**src/rtl/i2c_event_irq.sv**
```systemverilog
module i2c_event_irq #(
  parameter bit NEW_REV = 1'b1,
  parameter int SW      = 16
) (
  input  logic          clk,
  input  logic          rst_n,
  input  logic          reg_wr,
  input  logic          reg_rd,
  input  logic [2:0]    reg_sel,
  input  logic [SW-1:0] wdata,
  output logic [SW-1:0] rdata,
  input  logic [SW-1:0] evt_set,
  input  logic [SW-1:0] evt_clr,
  input  logic          bus_busy,
  output logic          irq,
  output logic          rx_dreq,
  output logic          tx_dreq
);
  localparam int        IW       = $clog2(SW + 1);
  localparam [SW-1:0]   EN_LEGAL = NEW_REV ? SW'(16'h003F) : SW'(16'h001F);
  localparam [SW-1:0]   SW_CLR   = SW'(16'h0027);
  localparam [SW-1:0]   FORCE    = SW'(16'h003F);
  localparam [SW-1:0]   DMA_KEEP = SW'(16'h8080);
  localparam [2:0] SEL_STAT = 3'd0, SEL_EN = 3'd1, SEL_VEC = 3'd2,
                   SEL_DMA = 3'd3, SEL_TEST = 3'd4;

  logic [SW-1:0] stat, mask, dcfg;
  logic [SW-1:0] vec_oh;
  logic [IW-1:0] vec_idx;

  wire [SW-1:0] pend = stat & mask;

  always_comb begin
    vec_idx = '0;
    vec_oh  = '0;
    for (int i = SW - 1; i >= 0; i--) begin
      if (pend[i]) begin
        vec_idx   = IW'(i + 1);
        vec_oh    = '0;
        vec_oh[i] = 1'b1;
      end
    end
  end

  wire vec_ack  = reg_rd && reg_sel == SEL_VEC && !NEW_REV;
  wire stat_wr  = reg_wr && reg_sel == SEL_STAT && NEW_REV;
  wire test_set = reg_wr && reg_sel == SEL_TEST && NEW_REV && wdata[11];
  wire en_wr    = reg_wr && reg_sel == SEL_EN;
  wire dma_wr   = reg_wr && reg_sel == SEL_DMA;

  wire [SW-1:0] clr_all = evt_clr | (stat_wr ? (wdata & SW_CLR) : '0)
                        | (vec_ack ? vec_oh : '0);
  wire [SW-1:0] set_all = evt_set | (test_set ? FORCE : '0);

  logic [SW-1:0] dma_mclr;
  always_comb begin
    dma_mclr    = '0;
    dma_mclr[3] = wdata[15];
    dma_mclr[4] = wdata[7];
  end

  always_ff @(posedge clk) begin
    if (!rst_n) begin
      stat    <= '0;
      mask    <= '0;
      dcfg    <= '0;
      irq     <= 1'b0;
      rx_dreq <= 1'b0;
      tx_dreq <= 1'b0;
    end else begin
      stat    <= (stat & ~clr_all) | set_all;
      if (en_wr)       mask <= wdata & EN_LEGAL;
      else if (dma_wr) mask <= mask & ~dma_mclr;
      if (dma_wr)      dcfg <= wdata & DMA_KEEP;
      irq     <= |pend;
      rx_dreq <= dcfg[15] & stat[3];
      tx_dreq <= dcfg[7] & stat[4];
    end
  end

  always_comb begin
    case (reg_sel)
      SEL_STAT: begin
        rdata     = stat;
        rdata[12] = stat[12] | bus_busy;
      end
      SEL_EN:  rdata = mask;
      SEL_VEC: rdata = NEW_REV ? '0 : SW'(vec_idx);
      SEL_DMA: rdata = dcfg;
      default: rdata = '0;
    endcase
  end

  // interrupt level lags the pending vector by one cycle
  p_irq_lag_r2: assert property (@(posedge clk) disable iff (!rst_n)
    $past(rst_n) |-> (irq == ($past(stat & mask) != '0)));

  // a DMA write with receive enable drops the receive-ready enable
  p_dma_mask_r4: assert property (@(posedge clk) disable iff (!rst_n)
    (reg_wr && reg_sel == SEL_DMA && wdata[15]) |=> !mask[3]);

  // a receive request needs ready and enable one cycle earlier
  p_rx_dreq_r5: assert property (@(posedge clk) disable iff (!rst_n)
    rx_dreq |-> ($past(stat[3]) && $past(dcfg[15])));

  p_tx_dreq_r5: assert property (@(posedge clk) disable iff (!rst_n)
    tx_dreq |-> ($past(stat[4]) && $past(dcfg[7])));

  // the acknowledged bit is gone after a vector read unless re-set
  p_vec_ack_r7: assert property (@(posedge clk) disable iff (!rst_n)
    (reg_rd && reg_sel == SEL_VEC && !NEW_REV && (vec_oh & evt_set) == '0)
    |=> (stat & $past(vec_oh)) == '0);

  // set pulses always land
  p_set_wins_r11: assert property (@(posedge clk) disable iff (!rst_n)
    (evt_set != '0) |=> (stat & $past(evt_set)) == $past(evt_set));

  // the enable mask never holds bits beyond the legal set
  p_mask_legal_r3: assert property (@(posedge clk) disable iff (!rst_n)
    $past(en_wr) |-> (mask & ~EN_LEGAL) == '0);
endmodule

```
**config.mk**
```make
export PLATFORM = sky130hd
export DESIGN_NAME = i2c_event_irq
export DESIGN_NICKNAME = d
export VERILOG_FILES = /design/src/rtl/i2c_event_irq.sv
export SDC_FILE = /design/constraint.sdc
export NUM_CORES = 1
export LEC_CHECK = 0
export BUFFER_PORTS_ARGS = -buffer_cell sky130_fd_sc_hd__clkbuf_2
export CORE_MARGIN = 5
export CORE_UTILIZATION = 30
export DETAILED_ROUTE_END_ITERATION = 6
export RECOVER_POWER = 100
export SLEW_MARGIN = 5
export SYNTH_ARGS = -nofsm -noshare
export SYNTH_HDL_FRONTEND = slang
export SYNTH_SLANG_ARGS = --single-unit
export TNS_END_PERCENT = 10
```
**constraint.sdc**
```tcl
create_clock -name clk -period 1.3 [get_ports clk]
set_input_delay 0.13 -clock clk [delete_from_list [all_inputs] [get_ports clk]]
set_output_delay 0.13 -clock clk [all_outputs]
set_load 0.1 [all_outputs]
```
==> impl_metrics.csv <==
group,metric,value,unit
floorplanning,dieHeight,74.39,um
drt,via_count,1169,
sta,final.setup.tns,0,ns
global_route,grt_pass1_vias,1161,
synthesis,ys_ff_latch,27,
setup_path,path_max_fanout,3,
clock_tree,htree_levels,1,
place,dp_slack,0.03175,ns
setup_path,end_kind,"output port",
worst_hold_path,hp-class,"input port to register",
synthesis,ys_types,27,
floorplanning,num_rows,23,
global_route,track_usage,12.41,%
clock_tree,worstSkewPairLatency,0.27,ns
synthesis,synth_fa_ha_area_share,0,%
place,port_buffers,66,
sta,hold_violations,0,
sta,post-route-period-util,97.00,%
global_route,grt_start_max_net_pins,16,
setup_path,reg2reg_slack,0.48,ns
pwr,switching_share,28.20,%
drt,drc,0,
sta,max_freq,793.0,MHz
final_layout,final-seq-area,541.8,sq um
synthesis,synth_warnings,0,
synthesis,syn_inst,142,
final_layout,drive_gt1_share,45.79,%
floorplanning,fp.dieArea,0.005533,sq mm
setup_path,crit_family,"flip-flops",
worst_hold_path,min_from,"evt_set[7]",
sta,worst_pin_slew,0.5454,ns
global_route,grt_antenna_before_repair,0,
synthesis,yosys-top-cells-area,"dfxtp_1, mux2i_1, a21oi_1, nor2_1, o31a_1",
flow_run,maxCapViolations,0,
clock_tree,cts_sinks,27,
sta,timing.final.ws_setup,0.03898,ns
pwr,ir_worst_vdd,0.0005561,V
clock_tree,numCtsBuffers,3,
final_layout,layout_commonest_cell,"clkbuf_2",
final_layout,syn_to_final_growth,60.46,%
setup_path,path_class,"register to output port",
sta,whs,0.05886,ns
sta,max_slew_margin,63.79,%
final_layout,nFillCells,373,
pwr,power.switching,489.3,uW
final_layout,multiInputGateArea,691.9,sq um
setup_path,crit_buf_inv,1,
sta,fin_crit,1.261,ns
status,outcome,"completed",
pwr,comb_power_share,21.6,%
final_layout,layout.cells.non_filler,264,
final_layout,fin_util,49.89,%
setup_path,critPathArrivalTime,1.13,ns
setup_path,crit_required,1.17,ns
final_layout,num_antenna_cells,0,
drt,viasPerCell,4.428,
pwr,seqPwrFrac,51.3,%
sta,slew_violations,0,
sta,clock_skew,0.0005557,ns
drt,ant_nets,0,
synthesis,synth_simple_gate_area_share,24.85,%
worst_hold_path,holdPathEnd,"stat[7]",
setup_path,critPathSlowestCell,"dfxtp_1",
place,place.gp.congestion,0.7795,
sta,setup_viol,0,
final_layout,finalNetCount,271,
setup_path,crit_path_cell_trace,"nand3_1, a21oi_4, buf_12",
synthesis,synth_compound_area_share,15.19,%
pwr,clock_power_share,27.0,%
clock_tree,clock_path_buffers,2,
place,dpl.hpwl,2777,um
clock_tree,cts_hold_buf,0,
synthesis,synth-xor-area-share,0,%
clock_tree,clockRootBuffer,"clkbuf_8",
synthesis,synth_top_family_by_area,"simple AND/OR/NAND/NOR gates",
setup_path,reg2reg_depth,3,
pwr,power_leakage,0.0009124,uW
place,placedCellCount,260,
setup_path,r2r_end,"stat[5]",
worst_hold_path,whs_path_depth,3,
setup_path,crit_path_start_kind,"register",
setup_path,rr_startpoint,"stat[5]",
drt,dr.pass1.iters,4,
clock_tree,cts_tree,"yes",
pwr,intPower,1246,uW
pwr,power_density,869.5,mW/mm^2
drt,drtIter0Drc,48,
clock_tree,clk_pin_slew,0.09,ns
drt,wl,3285,um
global_route,grt_pass1_wl,5250,um
synthesis,syn_nets,198,
drt,wl_per_cell,12.44,um
floorplanning,core_area,0.004000,sq mm
floorplanning,initial_core_util,31.09,%
sta,rsz0062_at_grt,"true",
synthesis,yosys.area.top_type_share,43.46,%
synthesis,muxShareOfSynthArea,9.658,%
floorplanning,ios,75,
synthesis,syn_area,0.001244,sq mm
global_route,grt_remaining_overflow,0,
synthesis,ys_seq_area_share,43.46,%
synthesis,avgSynthCellArea,8.758,sq um
setup_path,cpPeakStageDelay,0.36,ns
final_layout,final_cell_mix,"clkbuf_2, dfxtp_1, nor2_1",
floorplanning,die_x,74.39,um
synthesis,yosys.area.top_type,"dfxtp_1",
per-layer routing:
metal	global-route usage [%]	wire (um)	vias up
li1	-	-	627
met4	4.743	40	0
met1	16.05	1405	513
met5	0	0	-
met3	1.351	192	2
met2	21.17	1647	27
logic make-up (layout without fill, tap and decap cells):
| group | Yosys count | in the layout |
|---|---|---|
| buffers and inverters | 18 | 90 |
| and+or+nand+nor | 54 | 54 |
| AOI/OAI and AO/OA | 31 | 31 |
| DFF | 27 | 27 |
| muxes | 12 | 12 |
final cells by class:
class,instances,area share [%]
Clock inverter,1,0.2508
Sequential cell,27,27.15
Clock buffer,3,2.069
Timing Repair Buffer,75,30.66
Tap cell,50,3.135
Inverter,11,2.069
Multi-Input combinational cell,97,34.67
per-stage QoR:
| step | area [sq um] | total power [uW] |
|---|---|---|
| after global routing | 1996 | 1823 |
| final | 1996 | 1735 |
| after CTS | 2024 | 1769 |
| after detailed placement | 1978 | 1294 |
| after global placement | 1978 | 1290 |
| after floorplan | 1315 | 1130 |
what timing repair did:
action,CTS,global route
setup endpoints to repair,0,8
resized for setup,0,3
setup buffers,0,0
power by group through the flow:
stage	registers [uW]	logic, uW	clock network [uW]
after CTS	891	385	493
after global routing	897	406	520
final	891	375	469
after detailed placement	911	383	0
after global placement	909	380	0
after floorplan	910	220	0
worst max-delay path by stage:
stage                     cells past startpoint  startpoint  slack [ns]        end
final                                         3    dcfg[15]        0.04  rdata[15]
after global routing                          5  reg_sel[0]       -0.03   rdata[1]
after CTS                                     3     dcfg[7]       0.002   rdata[7]
after detailed placement                      5  reg_sel[0]        0.03   rdata[4]
after global placement                        5  reg_sel[0]        0.05   rdata[5]
after floorplan                               4  reg_sel[0]       -0.22   rdata[7]
sequential cells by signal, indices dropped and copies added, names as in the netlist:
register / count
stat: 16
mask: 6
dcfg: 2
irq: 1
rx_dreq: 1
tx_dreq: 1
synth_stat cells, drive strengths merged:
master and count:
nor4b 2, mux2i 12, nand3b 1, nor3 1
and2 7, nand2b 4, a31oi 1, dfxtp 27
nand4b 1, o21a 1, nand2 5, and3 2
nor2 23, or2 1, o31a 6, o21ai 2
nand3 2, inv 10, a21oi 18, clkinv 1
clkbuf 2, and4bb 1, a22oi 3, nor2b 4
buf 5
tightest hold or removal path, cell delays in order:
cell	delay (ns)
clkbuf_2	0.08
a21oi_1	0.03
nor2_1	0.06
Power figures use the tool's default switching activity.
